$ cat config.mk
export PLATFORM = sky130hd
export DESIGN_NAME = exc_entry_ctrl
export DESIGN_NICKNAME = d
export VERILOG_FILES = /design/src/rtl/exc_pkg.sv /design/src/rtl/exc_level_sync.sv /design/src/rtl/exc_arbiter.sv /design/src/rtl/exc_entry_ctrl.sv
export SDC_FILE = /design/constraint.sdc
export NUM_CORES = 1
export LEC_CHECK = 0
export BUFFER_PORTS_ARGS = -buffer_cell sky130_fd_sc_hd__buf_2
export CORE_ASPECT_RATIO = 1.75
export CORE_MARGIN = 10
export CORE_UTILIZATION = 50
export DETAILED_ROUTE_END_ITERATION = 10
export GPL_TIMING_DRIVEN = 0
export MAX_ROUTING_LAYER = met4
export PLACE_DENSITY = 0.95
export SLEW_MARGIN = 15
export SYNTH_ARGS = -nofsm -noshare
export SYNTH_HDL_FRONTEND = slang
export SYNTH_SLANG_ARGS = --single-unit
$ cat constraint.sdc
create_clock -name clk -period 7.84 [get_ports clk]
set_input_delay 1.176 -clock clk [delete_from_list [all_inputs] [get_ports clk]]
set_output_delay 1.176 -clock clk [all_outputs]
set_load 0.05 [all_outputs]
$ cat src/rtl/exc_pkg.sv
package exc_pkg;

    typedef enum logic [2:0] {
        EX_NONE, EX_RESET, EX_DABT, EX_FIQ, EX_IRQ, EX_PABT, EX_UNDEF, EX_SWI
    } exc_kind_e;

    localparam logic [4:0] MODE_FIQ = 5'b10001;
    localparam logic [4:0] MODE_IRQ = 5'b10010;
    localparam logic [4:0] MODE_SVC = 5'b10011;
    localparam logic [4:0] MODE_ABT = 5'b10111;
    localparam logic [4:0] MODE_UND = 5'b11011;

    // Per-entry control fields carried from the arbiter to the output register
    typedef struct packed {
        logic       valid;
        logic [4:0] vec;
        logic [4:0] mode;
        logic       set_i;
        logic       set_f;
        logic       save;
        logic [3:0] ret_off;
        logic       from_fault;
    } entry_t;

    function automatic entry_t decode_entry(exc_kind_e k);
        entry_t e;
        e = '0;
        e.valid = (k != EX_NONE);
        e.set_i = (k != EX_NONE);
        e.save  = (k != EX_NONE) && (k != EX_RESET);
        unique case (k)
            EX_RESET: begin e.vec = 5'h00; e.mode = MODE_SVC; e.set_f = 1'b1; end
            EX_DABT:  begin e.vec = 5'h10; e.mode = MODE_ABT; e.ret_off = 4'd8; e.from_fault = 1'b1; end
            EX_FIQ:   begin e.vec = 5'h1C; e.mode = MODE_FIQ; e.set_f = 1'b1; e.ret_off = 4'd4; end
            EX_IRQ:   begin e.vec = 5'h18; e.mode = MODE_IRQ; e.ret_off = 4'd4; end
            EX_PABT:  begin e.vec = 5'h0C; e.mode = MODE_ABT; e.ret_off = 4'd4; e.from_fault = 1'b1; end
            EX_UNDEF: begin e.vec = 5'h04; e.mode = MODE_UND; end
            EX_SWI:   begin e.vec = 5'h08; e.mode = MODE_SVC; end
            default:  ;
        endcase
        return e;
    endfunction

endpackage

$ cat src/rtl/exc_level_sync.sv
module exc_level_sync #(
    parameter int   STAGES = 1,
    parameter logic IDLE   = 1'b1
) (
    input  logic clk,
    input  logic rst,
    input  logic din,
    output logic dout
);
    logic [STAGES-1:0] chain;

    generate
        if (STAGES == 1) begin : g_one
            always_ff @(posedge clk) begin
                if (rst) chain <= IDLE;
                else     chain <= din;
            end
        end else begin : g_many
            always_ff @(posedge clk) begin
                if (rst) chain <= {STAGES{IDLE}};
                else     chain <= {chain[STAGES-2:0], din};
            end
        end
    endgenerate

    assign dout = chain[STAGES-1];
endmodule

$ cat src/rtl/exc_arbiter.sv
module exc_arbiter
    import exc_pkg::*;
(
    input  logic      reset_pend,
    input  logic      boundary,
    input  logic      dabt_req,
    input  logic      fiq_low,
    input  logic      irq_low,
    input  logic      i_masked,
    input  logic      f_masked,
    input  logic      pabt_req,
    input  logic      undef_req,
    input  logic      swi_req,
    output exc_kind_e pick
);
    logic fiq_take, irq_take;

    assign fiq_take = fiq_low && !f_masked;
    assign irq_take = irq_low && !i_masked;

    always_comb begin
        pick = EX_NONE;
        if (reset_pend)         pick = EX_RESET;
        else if (boundary) begin
            if (dabt_req)       pick = EX_DABT;
            else if (fiq_take)  pick = EX_FIQ;
            else if (irq_take)  pick = EX_IRQ;
            else if (pabt_req)  pick = EX_PABT;
            else if (undef_req) pick = EX_UNDEF;
            else if (swi_req)   pick = EX_SWI;
        end
    end
endmodule

$ cat src/rtl/exc_entry_ctrl.sv
module exc_entry_ctrl
    import exc_pkg::*;
#(
    parameter int AW          = 32,
    parameter int SYNC_STAGES = 1
) (
    input  logic          clk,
    input  logic          rst,
    input  logic          boundary,
    input  logic          dabt_req,
    input  logic          pabt_req,
    input  logic          undef_req,
    input  logic          swi_req,
    input  logic          fiq_n,
    input  logic          irq_n,
    input  logic          i_masked,
    input  logic          f_masked,
    input  logic [AW-1:0] next_pc,
    input  logic [AW-1:0] fault_pc,
    output logic          entry_valid,
    output logic [AW-1:0] entry_vec,
    output logic [4:0]    entry_mode,
    output logic          set_i_mask,
    output logic          set_f_mask,
    output logic [AW-1:0] ret_addr,
    output logic          save_status
);
    localparam int VEC_PAD = AW - 5;

    logic [1:0]    pin_n, pin_s;
    logic          reset_pend;
    exc_kind_e     pick;
    entry_t        nxt, cur;
    logic [AW-1:0] base, ret_q;

    assign pin_n = {fiq_n, irq_n};

    // One synchroniser per interrupt pin: [1] fast, [0] normal
    generate
        for (genvar g = 0; g < 2; g++) begin : g_sync
            exc_level_sync #(.STAGES(SYNC_STAGES), .IDLE(1'b1)) u_sync (
                .clk (clk),
                .rst (rst),
                .din (pin_n[g]),
                .dout(pin_s[g])
            );
        end
    endgenerate

    exc_arbiter u_arb (
        .reset_pend(reset_pend),
        .boundary  (boundary),
        .dabt_req  (dabt_req),
        .fiq_low   (!pin_s[1]),
        .irq_low   (!pin_s[0]),
        .i_masked  (i_masked),
        .f_masked  (f_masked),
        .pabt_req  (pabt_req),
        .undef_req (undef_req),
        .swi_req   (swi_req),
        .pick      (pick)
    );

    assign nxt  = decode_entry(pick);
    assign base = nxt.from_fault ? fault_pc : next_pc;

    always_ff @(posedge clk) begin
        if (rst) begin
            reset_pend <= 1'b1;
            cur        <= '0;
            ret_q      <= '0;
        end else begin
            if (pick == EX_RESET) reset_pend <= 1'b0;
            cur   <= nxt;
            ret_q <= (pick == EX_RESET || pick == EX_NONE) ? '0
                                                            : base + AW'(nxt.ret_off);
        end
    end

    assign entry_valid = cur.valid;
    assign entry_vec   = {{VEC_PAD{1'b0}}, cur.vec};
    assign entry_mode  = cur.mode;
    assign set_i_mask  = cur.set_i;
    assign set_f_mask  = cur.set_f;
    assign save_status = cur.save;
    assign ret_addr    = ret_q;
endmodule

## Word-level counts from Yosys, hierarchy flattened

Cells that the tools add are included.
Widths: inputs -> output; s select.

- Bits in registers: 48
- Latch bits: 0
- Memory bits (writable): 0
- ROM bits: 0
- Memories: 0

- $add $sub $neg: 1
- $mul: 0
- Divide/modulo/power cells: 0
- Order comparisons: 0
- Equal/unequal tests: 8
- Shifts and indexed selects: 0
- Muxes and demuxes: 13
- Bitwise operators: 0
- Reductions and logical operators: 14

Operator list:

| kind | count |
|---|---|
| $pmux 10 s7 | 1 |
| $add 32x4->32 | 1 |
| $mux 32 | 1 |
| $mux 3 | 8 |
| $eq 3x3->1 const B | 4 |
| $pmux 4 s2 | 1 |
| $eq 3x2->1 const B | 2 |
| $reduce_or 2->1 | 3 |
| $logic_not 1->1 | 4 |
| $eq 3x1->1 const B | 1 |
| $logic_and 1x1->1 | 3 |
| $logic_not 3->1 | 1 |
| $ne 3x1->1 const B | 1 |
| $reduce_bool 3->1 | 1 |
| $reduce_or 3->1 | 1 |
| $mux 1 | 2 |
| $logic_or 1x1->1 | 1 |

## Logic depth before layout (Yosys ltp)

- Depth in word-level cells: 13
- Mapped depth: 15
- Gate-level depth less buffers: 12

## Modules after synthesis

From an unflattened synthesis, not the netlist that was laid out.

- Cells, all modules: 450
- Area, all modules: 3601.0 um^2

Modules (own cells, without submodules):

| module | instances | cells an instance | area each (um^2) | sequential area each (um^2) |
|---|---|---|---|---|
| exc_entry_ctrl | 1 | 431 | 3454.6 | 880.8 |
| exc_arbiter | 1 | 15 | 93.8 | 0.0 |
| exc_level_sync | 2 | 2 | 26.3 | 20.0 |

## Least setup slack after synthesis

OpenSTA, ideal clock, no wires.

- Path kind: in2reg
- From: input port pabt_req
- To: register ret_q[30], in the netlist ret_addr[30]
- Library setup time: 116 ps
- Data arrival time: 4231 ps
- Setup slack: 3493 ps
- Cell stages on the path: 15
- Buffers on the path: 3
- Cell sequence: o21ai_1 o31ai_4 buf_6 buf_6 buf_2 nand2_1 nand2_1 ha_1 inv_1 fa_1 nor4_1 mux2i_2 nor4_4 a311o_1 o21ai_1

- Cells in the longest elaborated chain, start to end: 11
- Elaborated cells on any way between the ends: 20
- Classes of those cells: add/sub: 1; eq/ne: 5; mux: 9; reduce/logical: 5

RTL lines:

| element | line | text |
|---|---|---|
| start, declared | exc_entry_ctrl.sv:11 | `input logic pabt_req,` |
| $mux 3 (*) | exc_arbiter.sv:28 | `else if (pabt_req) pick = EX_PABT;` |
| $mux 3 (*) | exc_arbiter.sv:27 | `else if (irq_take) pick = EX_IRQ;` |
| $mux 3 (*) | exc_arbiter.sv:26 | `else if (fiq_take) pick = EX_FIQ;` |
| $mux 3 (*) | exc_arbiter.sv:25 | `if (dabt_req) pick = EX_DABT;` |
| $mux 3 (*) | exc_arbiter.sv:24 | `else if (boundary) begin` |
| $mux 3 (*) | exc_arbiter.sv:23 | `if (reset_pend) pick = EX_RESET;` |
| $eq 3x3->1 / $eq 3x2->1 (equally long branches) | exc_pkg.sv:31 | `unique case (k)` |
| $reduce_or 2->1 (no line) | n/a |  |
| $mux 1 | exc_pkg.sv:31 |  |
| $mux 32 | exc_entry_ctrl.sv:65 | `assign base = nxt.from_fault ? fault_pc : next_pc;` |
| $add 32x4->32 | exc_entry_ctrl.sv:76 | `: base + AW'(nxt.ret_off);` |
| end signal, assigned | exc_entry_ctrl.sv:75 | `ret_q <= (pick == EX_RESET \|\| pick == EX_NONE) ? '0` |
| end, declared | exc_entry_ctrl.sv:34 | `logic [AW-1:0] base, ret_q;` |

Every way passes the cells marked *; elsewhere a longest branch is shown, timed or not.
A chain may end at the register's enable or synchronous reset.

## Worst setup path after layout

Same ends and word-level chain as after synthesis.

==> metrics.txt <==
status completed; initial antenna violation count 2; # H-tree levels 2; min-delay src reset_pend$_SDFFE_PP1P_; Post-synth EDFFs 0; Routed WL per cell 17.37 um; hold-fix buffers at CTS 0; Crit Path Class primary input to flop; Leak 0.001876 uW; Worst slew margin 0.5733; endpoint with the worst hold slack entry_vec[4]$_SDFF_PP0_; R2R cell count 15; maximum capacitance violations 0; Core Util, Final 0.6609; mapped cell area 2967 um2; Hold Fails Final Rpt 0; I/O Buffers ~120; Overflow after GRT 0; setup total negative slack 0 ps; Worst Hold Depth 2; R2R setup slack 3490 ps; post-CTS setup buffers 0; delay-heaviest family, CP simple AND/OR/NAND/NOR gates; Post-route DRC 0; Reg2Reg Launch Point g_sync[0].u_sync.dout$_SDFF_PP1_; f_max slightly above 0.2 GHz; clock sink count 46; largest net degree at the start of global routing 16; HP Class flop to flop; final slew viol count 0; post-DP HPWL 8374 um; most common cell after layout, fill and taps aside buf_2; CP Max Fanout 10; first-pass GRT wire length 15,530 um; reg-to-reg endpoint ret_addr[30]$_SDFF_PP0_; Seq/Total Area, Yosys 0.3104; die area 9535 um2; vias post-DR 3,259; drt initial violations around 260; Post-synth ARST share 0; layout cell share with drive strength beyond 1 0.3696; Synth Flop Type dfxtp_1; clk buf depth 2; Critical Path Start Type primary input; Worst-Skew Late Latency about 320 ps; Root Driver clkbuf_8; Vias/cell 5.561; Initial Util 0.5086; Max VDD drop ~100 uV; die span in x 78.23 um; I/O pin cnt 148; pre-CTS setup slack approximately 2700 ps; Final ANT Viol Nets 0; cell chain of the critical path buf_2 -> o21ai_1 -> o31ai_4 -> buf_6 -> buf_6 -> buf_2 -> nand2_1 -> nand2_1 -> ha_1 -> inv_1 -> fa_1 -> nor4_1 -> mux2i_2 -> nor4_4 -> a311o_1 -> o21ai_1; critical path capture point type flop; Area growth syn-to-layout 29.95%; slowest stage delay, CP 520 ps; P per Cell Area between 150 and 200 nW/um2; worst endpoint required time 8060 ps; Tot GR Track Use 0.2089; period utilisation layout 0.6277; Bufs and invs on worst path 5; WL final 10,180 um; Resized Gates After CTS 0; die height 121.9 um; Initial DRT Pass Iterations 5; vias in the first global route 3,386; fin nets 583; Worst-Margin Slew 627.6 ps; synth warn 0; slowest CP cell nor4_1; fin worst setup slack slightly below 3000 ps; total CTS buffers 5; Syn Area/Cell 8.428 um2; RSZ-0062 raised after global routing false; Final Setup Violations 0; minimum clock period 4921 ps; Syn Inst Count 352; total power 588.0 uW; RePlAce Congestion 0.9997; CORE AREA approximately 5800 um2; Seq cells post-synth 46; count of different cell masters after synthesis 53; most frequent cells in the layout buf_2, dfxtp_1, nand2_1, nor2_1, buf_4; clock slew at reported path FFs 90 ps; row cnt 37; data arrival time of the worst path 5140 ps; TritonCTS clock tree done; skew final 9.452 ps
-- state kept, by name, summed over array words and instances (netlist names) --
signal and count:
entry_mode 5, set_i_mask 1, set_f_mask 1, ret_addr 32
entry_vec 3, g_sync.u_sync.dout 2, reset_pend 1, save_status 1
-- metrics by stage --
step | cell area (um2) | instances | hold slack [ps]
final | 3855 | 586 | 672.7
after global routing | 3855 | 586 | 699.9
after CTS | 3850 | 584 | 664.4
after detailed placement | 3760 | 576 | 651.4
after global placement | 3760 | 576 | 630.1
after floorplan | 3072 | 380 | 584.5
-- synth_stat cells, types with 2 or more instances --
| cell type | number | area [um2] |
|---|---|---|
| dfxtp_1 | 46 | 920.9 |
| nand2_1 | 44 | 165.2 |
| nor2_1 | 37 | 138.9 |
| buf_4 | 31 | 232.7 |
| mux2i_1 | 25 | 250.2 |
| nand3_1 | 23 | 115.1 |
| xor2_1 | 18 | 157.7 |
| nand4_1 | 16 | 100.1 |
| nor3_1 | 12 | 60.06 |
| a21oi_1 | 9 | 45.04 |
| mux2_2 | 8 | 90.09 |
| clkbuf_1 | 6 | 22.52 |
| inv_1 | 5 | 18.77 |
| o21ai_1 | 5 | 25.02 |
| a211oi_1 | 4 | 30.03 |
| buf_6 | 4 | 45.04 |
| nor4_1 | 4 | 25.02 |
| o21ai_0 | 4 | 20.02 |
| xnor2_1 | 4 | 35.03 |
| and2_1 | 3 | 18.77 |
| buf_2 | 3 | 15.01 |
| nor2b_1 | 3 | 18.77 |
| or2_2 | 3 | 18.77 |
| a2111oi_2 | 2 | 30.03 |
| a211o_1 | 2 | 17.52 |
| ha_1 | 2 | 25.02 |
| mux2i_2 | 2 | 27.53 |
| nor3b_1 | 2 | 15.01 |
-- final cells by class --
| class | instances | area, um2 |
|---|---|---|
| inverters | 5 | 18.77 |
| flip-flops and latches | 46 | 920.9 |
| clock inverters | 3 | 21.27 |
| plain buffers | 45 | 319.1 |
| repair buffers | 118 | 590.6 |
| well taps | 78 | 97.59 |
| diodes | 2 | 5.005 |
| multi-input cells | 284 | 1813 |
| fillers | 509 | 1978 |
| clock buffers | 5 | 68.82 |
-- logic make-up (layout without fill, tap and decap cells) --
family	Yosys count	count (layout)	share of synthesized area
multiplexers	36	36	0.1316
flip-flops	46	46	0.3104
AND/OR/NAND/NOR	154	154	0.2539
other	1	31	0.001264
adder cells (fa/ha/maj)	3	3	0.01518
AO/OA/AOI/OAI	40	40	0.1088
buffers and inverters	50	176	0.1139
XOR/XNOR	22	22	0.06495
-- worst reg2reg max path, stage by stage (launching register included) --
cell,delay [ps]
dfxtp_1,360
o21ai_1,170
o31ai_4,500
buf_6,250
buf_6,180
buf_2,260
nand2_1,90
nand2_1,70
ha_1,160
inv_1,60
fa_1,510
nor4_1,530
mux2i_2,310
nor4_4,510
a311o_1,240
o21ai_1,60
-- worst max-delay path by stage --
stage,startpoint,end,depth (start not counted)
6_report,pabt_req,ret_addr[30]$_SDFF_PP0_,16
5_1_grt,pabt_req,ret_addr[30]$_SDFF_PP0_,16
4_1_cts,pabt_req,ret_addr[30]$_SDFF_PP0_,16
3_5_place_dp,pabt_req,ret_addr[30]$_SDFF_PP0_,16
3_3_place_gp,pabt_req,ret_addr[30]$_SDFF_PP0_,16
2_1_floorplan,pabt_req,ret_addr[30]$_SDFF_PP0_,15
-- layer usage --
metal  global-route usage  up-vias  part of all wire
li1                     -     1481                 -
met1               0.1899     1502              0.34
met2               0.3740      221              0.53
met3              0.04867       55             0.077
met4               0.1430        0             0.054
met5                    -        -                 0
-- report_power, final --
group,internal (uW),switching (uW)
Combinational,61.5,132
Sequential,243,2.39
Clock,62.7,87.1
Total,367,221
(Power assumes the default switching activity.)
